**config.mk**
```make
export PLATFORM = sky130hd
export DESIGN_NAME = bus_size_bridge
export DESIGN_NICKNAME = d
export VERILOG_FILES = /design/src/rtl/bsb_pkg.sv /design/src/rtl/bsb_tick_gen.sv /design/src/rtl/bsb_sync.sv /design/src/rtl/bsb_strobe_dec.sv /design/src/rtl/bus_size_bridge.sv
export SDC_FILE = /design/constraint.sdc
export NUM_CORES = 1
export LEC_CHECK = 0
export BUFFER_PORTS_ARGS = -buffer_cell sky130_fd_sc_hd__clkbuf_2
export CAP_MARGIN = 20
export CORE_ASPECT_RATIO = 2
export CORE_MARGIN = 5
export CORE_UTILIZATION = 35
export CTS_CLUSTER_SIZE = 24
export DETAILED_ROUTE_END_ITERATION = 10
export GPL_TIMING_DRIVEN = 0
export PLACE_DENSITY = 0.69
export RECOVER_POWER = 50
export SETUP_SLACK_MARGIN = 0.5
export SLEW_MARGIN = 20
export SYNTH_ARGS = -nofsm -noshare
export SYNTH_HDL_FRONTEND = slang
export SYNTH_SLANG_ARGS = --single-unit
```
**constraint.sdc**
```tcl
create_clock -name clk -period 2 [get_ports clk]
set_input_delay 0.1 -clock clk [delete_from_list [all_inputs] [get_ports clk]]
set_output_delay 0.1 -clock clk [all_outputs]
set_load 0.05 [all_outputs]
```
**src/rtl/bsb_pkg.sv**
```systemverilog
`timescale 1ns/1ps
package bsb_pkg;
    typedef enum logic [2:0] {
        ST_IDLE,
        ST_STRETCH,
        ST_ADDR,
        ST_STRB,
        ST_WAIT,
        ST_ACK,
        ST_BERR
    } bsb_state_e;

    localparam logic [1:0] SIZ_BYTE  = 2'b01;
    localparam logic [1:0] RATIO_1X  = 2'b00;
    localparam logic [1:0] RATIO_3_2 = 2'b01;
    localparam logic [1:0] ACK_PORT16 = 2'b01;
    localparam logic [1:0] ACK_NONE   = 2'b11;
endpackage

```
**src/rtl/bsb_tick_gen.sv**
```systemverilog
`timescale 1ns/1ps
module bsb_tick_gen
    import bsb_pkg::*;
(
    input  logic       clk,
    input  logic       rst_n,
    input  logic [1:0] ratio_sel,
    output logic       tick
);
    logic [1:0] cnt;

    always_ff @(posedge clk or negedge rst_n) begin
        if (!rst_n) begin
            cnt <= 2'd0;
        end else begin
            unique case (ratio_sel)
                RATIO_1X:  cnt <= 2'd0;
                RATIO_3_2: cnt <= (cnt >= 2'd2) ? 2'd0 : cnt + 2'd1;
                default:   cnt <= (cnt >= 2'd1) ? 2'd0 : cnt + 2'd1;
            endcase
        end
    end

    always_comb begin
        unique case (ratio_sel)
            RATIO_1X:  tick = 1'b1;
            RATIO_3_2: tick = (cnt != 2'd2);
            default:   tick = (cnt == 2'd0);
        endcase
    end
endmodule

```
**src/rtl/bsb_sync.sv**
```systemverilog
`timescale 1ns/1ps
module bsb_sync #(
    parameter int W = 2
) (
    input  logic         clk,
    input  logic         rst_n,
    input  logic [W-1:0] d_async,
    output logic [W-1:0] q
);
    logic [W-1:0] stage1;

    always_ff @(posedge clk or negedge rst_n) begin
        if (!rst_n) begin
            stage1 <= '1;
            q      <= '1;
        end else begin
            stage1 <= d_async;
            q      <= stage1;
        end
    end
endmodule

```
**src/rtl/bsb_strobe_dec.sv**
```systemverilog
`timescale 1ns/1ps
module bsb_strobe_dec
    import bsb_pkg::*;
(
    input  logic       a0,
    input  logic [1:0] siz,
    output logic       upper_en,
    output logic       lower_en
);
    always_comb begin
        if (a0) begin
            upper_en = 1'b0;
            lower_en = 1'b1;
        end else if (siz == SIZ_BYTE) begin
            upper_en = 1'b1;
            lower_en = 1'b0;
        end else begin
            upper_en = 1'b1;
            lower_en = 1'b1;
        end
    end
endmodule

```
**src/rtl/bus_size_bridge.sv**
```systemverilog
`timescale 1ns/1ps
module bus_size_bridge
    import bsb_pkg::*;
#(
    parameter int AW = 24
) (
    input  logic          clk,
    input  logic          rst_n,
    input  logic [1:0]    ratio_sel,
    input  logic          cpu_req,
    input  logic [AW-1:0] cpu_addr,
    input  logic [1:0]    cpu_siz,
    input  logic          cpu_rd,
    output logic [1:0]    cpu_dsack_n,
    output logic          cpu_berr,
    output logic [AW-2:0] leg_addr,
    output logic          leg_as_n,
    output logic          leg_uds_n,
    output logic          leg_lds_n,
    output logic          leg_rw,
    input  logic          leg_dtack_n,
    input  logic          leg_berr_n
);
    localparam int NSYNC = 2;

    bsb_state_e    state, nxt;
    logic [AW-1:0] addr_q;
    logic [1:0]    siz_q;
    logic          rd_q;
    logic          leg_tick;
    logic [NSYNC-1:0] sync_q;
    logic          dtack_s_n, berr_s_n;
    logic          upper_en, lower_en;

    bsb_tick_gen u_tick (
        .clk(clk), .rst_n(rst_n), .ratio_sel(ratio_sel), .tick(leg_tick)
    );

    bsb_sync #(.W(NSYNC)) u_sync (
        .clk(clk), .rst_n(rst_n),
        .d_async({leg_berr_n, leg_dtack_n}), .q(sync_q)
    );
    assign dtack_s_n = sync_q[0];
    assign berr_s_n  = sync_q[1];

    bsb_strobe_dec u_dec (
        .a0(addr_q[0]), .siz(siz_q), .upper_en(upper_en), .lower_en(lower_en)
    );

    always_ff @(posedge clk or negedge rst_n) begin
        if (!rst_n) begin
            state  <= ST_IDLE;
            addr_q <= '0;
            siz_q  <= 2'b00;
            rd_q   <= 1'b1;
        end else begin
            state <= nxt;
            if (state == ST_IDLE && cpu_req) begin
                addr_q <= cpu_addr;
                siz_q  <= cpu_siz;
                rd_q   <= cpu_rd;
            end
        end
    end

    always_comb begin
        nxt = state;
        unique case (state)
            ST_IDLE:    if (cpu_req) nxt = ST_STRETCH;
            ST_STRETCH: if (leg_tick) nxt = ST_ADDR;
            ST_ADDR:    if (leg_tick) nxt = ST_STRB;
            ST_STRB:    if (leg_tick) nxt = ST_WAIT;
            ST_WAIT: begin
                if (!berr_s_n)                     nxt = ST_BERR;
                else if (leg_tick && !dtack_s_n)   nxt = ST_ACK;
            end
            ST_ACK:     if (!cpu_req) nxt = ST_IDLE;
            ST_BERR:    if (!cpu_req) nxt = ST_IDLE;
            default:    nxt = ST_IDLE;
        endcase
    end

    always_comb begin
        leg_as_n    = 1'b1;
        leg_uds_n   = 1'b1;
        leg_lds_n   = 1'b1;
        leg_rw      = 1'b1;
        cpu_dsack_n = ACK_NONE;
        cpu_berr    = 1'b0;
        unique case (state)
            ST_ADDR: leg_rw = rd_q;
            ST_STRB: begin
                leg_rw   = rd_q;
                leg_as_n = 1'b0;
                if (rd_q) begin
                    leg_uds_n = ~upper_en;
                    leg_lds_n = ~lower_en;
                end
            end
            ST_WAIT: begin
                leg_rw    = rd_q;
                leg_as_n  = 1'b0;
                leg_uds_n = ~upper_en;
                leg_lds_n = ~lower_en;
            end
            ST_ACK:  cpu_dsack_n = ACK_PORT16;
            ST_BERR: cpu_berr    = 1'b1;
            default: ;
        endcase
    end

    assign leg_addr = addr_q[AW-1:1];
endmodule

```
Word level (Yosys, flattened, before mapping) --
Index checks and enable logic that the tools add are counted.
Cells by class: $add $sub $neg 1, order comparisons 2, eq/ne operators 15, mux-type cells 22, bitwise logic cells 1, reduce and logical (&&, ||, !) cells 10
Operator list (number):
- 3-bit two-way mux | 7
- 3-bit one-hot mux with 6 select lines | 1
- 2-bit != test, second input constant | 6
- 3-bit equality test, second input constant | 3
- 1-bit two-way mux | 7
- 3-bit by 2-bit equality test with 1-bit output, second input constant | 2
- 2-bit two-way mux | 3
- 1-bit one-hot mux with 2 select lines | 3
- 6-bit AND reduction | 1
- 2-bit by 1-bit equality test with 1-bit output, second input constant | 2
- 2-bit logical NOT | 2
- 2-bit one-hot mux with 2 select lines | 1
- 2-bit OR reduction | 2
- 3-bit by 1-bit equality test with 1-bit output, second input constant | 1
- 3-bit logical NOT | 1
- 3-bit != test, second input constant | 1
- 3-bit OR reduction | 1
- 2-bit by 1-bit adder with 2-bit output, second input constant | 1
- 2-bit by 1-bit >= comparator with 1-bit output, second input constant | 1
- 2-bit >= comparator, second input constant | 1
- 1-bit logical AND | 2
- 1-bit logical NOT | 1
- 1-bit NOT | 1
Storage, ports and cells: flip-flop bits (word level) 36, input port bits 34, output and inout bits 30, logic and storage cells 58

Longest topological paths before layout --
depth in word-level cells 6, mapped depth 6

Modules after synthesis --
Synthesis repeated with hierarchy kept, for this count alone.
Unflattened totals: cells, all modules 137, area total of the unflattened synthesis 1850.5 sq um
Modules (own cells, without submodules):
- bus_size_bridge | instances 1, cells each 118, area an instance 1586.5 sq um, seq. area each 752.0 sq um
- bsb_tick_gen | instances 1, cells each 13, area an instance 146.4 sq um, seq. area each 50.0 sq um
- bsb_sync | instances 1, cells each 4, area an instance 105.1 sq um, seq. area each 105.1 sq um
- bsb_strobe_dec | instances 1, cells each 2, area an instance 12.5 sq um, seq. area each 0.0 sq um

Least setup slack after synthesis --
OpenSTA, ideal clock, no wires.
path kind register to output, start point register state[2], end point output leg_rw, arrival 1.431 ns, setup slack 0.469 ns, stages on the path, launching flop included 4, path buffers 0, cells stage by stage dfrtp_1 -> or2b_1 -> nor2_1 -> o21bai_1
On the way: word-level cells in the longest chain between the ends 3, elaborated cells between the ends (all ways) 5
RTL lines:
- from (decl) | RTL line bus_size_bridge.sv:26 | bsb_state_e state, nxt;
- from (signal assigned) | RTL line bus_size_bridge.sv:57 | state <= nxt;
- 3-bit by 2-bit equality test with 1-bit output / 3-bit equality test (equally long branches) | RTL line bus_size_bridge.sv:90 | unique case (state)
- 3-bit OR reduction (no line) (*)
- 1-bit two-way mux (*) | RTL line bus_size_bridge.sv:90
- to (decl) | RTL line bus_size_bridge.sv:20 | output logic leg_rw,
Mark *: on every way between the ends. The rest lies on a longest branch, timed or not.

Worst setup path in the final report --
start point register state[1], end point register addr_q[3]
On the way: word-level cells in the longest chain between the ends 2
RTL lines:
- 3-bit logical NOT | RTL line bus_size_bridge.sv:58 | if (state == ST_IDLE && cpu_req) begin
- 1-bit logical AND | RTL line bus_size_bridge.sv:58
- to (signal assigned) | RTL line bus_size_bridge.sv:59 | addr_q <= cpu_addr;
- to (decl) | RTL line bus_size_bridge.sv:27 | logic [AW-1:0] addr_q;
No other way between the ends. A chain may end at the register's enable or synchronous reset.

==> key figures <==
Worst setup path
  – WP buf/inv: 3
  – CP max stage cell: dfrtp_2
  – Top delay family on crit path: flip-flops
  – Crit path top cell by count: buf_6
  – Critical-path cell list: nand2b_4 -> nor3_4 -> buf_6 -> buf_6 -> buf_8 -> mux2_2
  – Max incr delay on CP: about 0.43 ns
  – Critical path class: register to register
  – Crit. End Element: register
  – Critical path data required time: between 2 and 2.5 ns
  – Crit path DAT: ~1.8 ns
  – Startpoint types: register
  – Reg2Reg Setup Slack: between 0.3 and 0.4 ns
  – CP Max Fanout: 5

Layout
  – Nets: roughly 240
  – Layout cells sized above 1: between 50% and 60%
  – Area delta synth->final: 56.4%
  – Final Util: around 56%
  – # fillers: just under 400
  – Ant diodes: 0
  – Fin cells: 259

Synth
  – Simple-gate portion of the synthesized area: around 7.6%
  – Synth warn: 0
  – Syn Nets: ~150
  – Most frequent cell after synthesis: dfrtp_1
  – Flops & latches, synth: 36
  – Xor/xnor share of the synthesized area: 0%
  – Synth Area in Compound Gates: between 7 and 8%
  – Cell area after synthesis: about 1600 um2
  – Yosys top cell by area: dfrtp_1
  – Mean Syn Cell Area: 13.6 um2
  – EDFF count, synth: 0
  – Post-synthesis cell type count: 31
  – Synth async-reset ratio: 100%
  – Combinational family with the most area after synthesis: multiplexers
  – Largest cells by area after synthesis: dfrtp_1 50%, mux2_2 20%, dfstp_2 8.5%
  – Post-synthesis mux area share: 19.6%
  – Share of the yosys chip area belonging to registers: between 50% and 60%
  – Synth Area in Adders: roughly 3.2%
  – Most frequent cells after synthesis: 31 x dfrtp_1, 27 x mux2_2, 6 x inv_1, 6 x nor2_1, 5 x dfstp_2
  – Post-synth top area share: 49.9%
  – Mapped Cells: 114
  – Post-synth top flop: dfrtp_1

Global routing
  – GRT Total Usage: 14.0%
  – Largest net degree at the start of global routing: 37
  – Initial antenna violation count: 0
  – First-pass GRT wire length: between 6000 and 7000 um
  – Congestion Overflow GR: 0
  – Vias in the first global route: between 1000 and 1500

STA
  – Clock Skew: 0.00399 ns
  – Measured slew at the worst slew-check pin: ~0.88 ns
  – Setup TNS: 0 ns
  – Pins over their slew limit: 0
  – Unrepaired setup endpoints after global routing: true
  – Final hold vios: 0
  – Finish-stage setup viols: 0
  – Worst slew margin relative to its limit: about 41%
  – Peak Freq: 620 MHz
  – Tcrit/Tclk final: 80.7%
  – Crit path time final: roughly 1.6 ns

CTS
  – Clock Root Buffer: clkbuf_8
  – Clk slew on worst S/H paths: 0.07 ns
  – CTS tree: built
  – Clk_lat worst skew: ~0.28 ns
  – TritonCTS Buffers: 5
  – CTS sink count: 36
  – Worst-case clock buffer depth: 2
  – H-Tree Depth: 2

Power
  – Switching power: 2.17 mW
  – Power Density: 1930 nW/um2
  – Clk pwr share: a little under an eighth
  – Seq pwr share: 27.3%
  – Max VDD drop: ~1.3 mV
  – Int Pwr: roughly 2.5 mW
  – Logic pwr share: around three fifths
  – Sw Share: approximately 46%
  – Lkg Pwr: roughly 1.2 nW

Floorplanning
  – Die area: a little under 6000 um2
  – Core area: around 4300 um2
  – Ports: 64
  – Die Ht: approximately 100 um
  – Initial core utilization: between 30% and 40%
  – Die extent in x: 57.1 um
  – Row count: 34

Place
  – DP Cell Count: 230
  – Gpl congestion: 0.692
  – Port Buffers: 62
  – Hpwl dp: approximately 2700 um

Detailed routing
  – Vias: between 1000 and 1500
  – Vias per cell: between 4 and 5
  – Final ANT Viol Nets: 0
  – DRT iter0 DRCs: 17
  – Number of detailed-route iterations in the first pass: 4
  – DR DRC count: 0
  – Average wire per standard cell: 15.2 um
  – Routed wire length: around 4000 um

Status
  – Status: complete, no violations

Min path
  – Classification of the worst-slack hold path: input port to register

Flow run
  – Max Cap Viol: 0
[power groups by stage]
stage               Combinational [mW]  Clock, mW  Sequential (mW)
detailed placement                2.25          0             1.28
floorplan                        0.905          0             2.09
finish                            2.88      0.529             1.28
global route                      3.05      0.579             1.33
CTS                               2.76      0.547             1.27
global placement                  2.21          0             1.26
[layout make-up]
cell class / instances / area (um2) / area share [%]
timing repair buffer: 83 / 562 / 23.1
sequential: 36 / 910 / 37.4
clock buffer: 8 / 90.1 / 3.71
multi-input combinational: 68 / 731 / 30.1
inverter: 6 / 22.5 / 0.926
tap: 54 / 67.6 / 2.78
buffer: 4 / 48.8 / 2.01
[logic make-up after synthesis]
| kind of cell | count (synthesis) |
|---|---|
| AOI/OAI and AO/OA | 16 |
| adders and majority gates | 4 |
| buffers and inverters | 10 |
| DFF | 36 |
| muxes | 27 |
| other | 1 |
| and+or+nand+nor | 20 |
[path summary, 6_finish.rpt]
path | startpoint | end | cells after the start
worst min-delay path | cpu_addr[11] | addr_q[11] | 2
worst min register to register | u_sync.stage1[0] | u_sync.q[0] | 0
worst max register to register | state[1] | addr_q[3] | 6
max in group asynchronous | rst_n | state[2] | 2
min in group asynchronous | rst_n | addr_q[1] | 2
worst max-delay path | state[1] | addr_q[3] | 6
[what timing repair did]
action,CTS,global route
gates cloned,2,0
hold endpoints to repair,33,0
hold buffers,3,0
endpoints found under the setup margin,33,33
pin swaps,6,6
setup buffers,14,2
resized for setup,40,29
[sequential cells by signal, summed over array words and instances, names as in the netlist]
signal / flops
addr_q: 24
rd_q: 1
siz_q: 2
state: 3
u_sync.q: 2
u_sync.stage1: 2
u_tick.cnt: 2
[placed cells by master, fill, tap and decap left out, drive strengths merged]
master | synthesis | final
nand2 | 4 | 4
o41a | 1 | 1
o31ai | 1 | 1
buf | 4 | 28
or2b | 1 | 1
a31oi | 1 | 1
a21oi | 4 | 4
o21bai | 1 | 1
conb | 1 | 1
clkbuf | 0 | 64
nor2b | 2 | 2
o21ai | 2 | 2
a32o | 1 | 1
nor3 | 1 | 1
o22ai | 1 | 1
nor2 | 6 | 6
dlygate4sd3 | 0 | 3
nand2b | 3 | 3
nand3b | 1 | 1
mux2 | 27 | 27
inv | 6 | 6
dfrtp | 31 | 31
ha | 4 | 4
nand3 | 1 | 1
a21o | 1 | 1
a22o | 1 | 1
and2 | 1 | 1
dfstp | 5 | 5
o32ai | 1 | 1
o22a | 1 | 1
[per-stage QoR]
stage                     power [mW]  hold WS, ns  worst slack [ns]  cell area (um2)
after floorplan                 3.00       -0.196             0.483             1560
after global placement          3.47        0.188             0.253             1940
after detailed placement        3.54        0.189             0.237             1940
after CTS                       4.58       0.0375             0.344             2360
after global routing            4.96       0.0414             0.318             2430
final                           4.70       0.0490             0.386             2430
[metal layers]
layer	up-vias	routed length [um]	GRT usage, %
met2	47	2240	24.6
met1	600	1440	15.2
met5	-	0	0
met3	6	203	3.85
met4	0	62	5.97
li1	572	-	-
[worst register-to-register path: stages, from the launching register on]
cell and delay (ns):
dfrtp_2 0.43, nand2b_4 0.16, nor3_4 0.22, buf_6 0.16
buf_6 0.10, buf_8 0.11, mux2_2 0.33
Note: power is estimated with default switching activity, not from simulation.
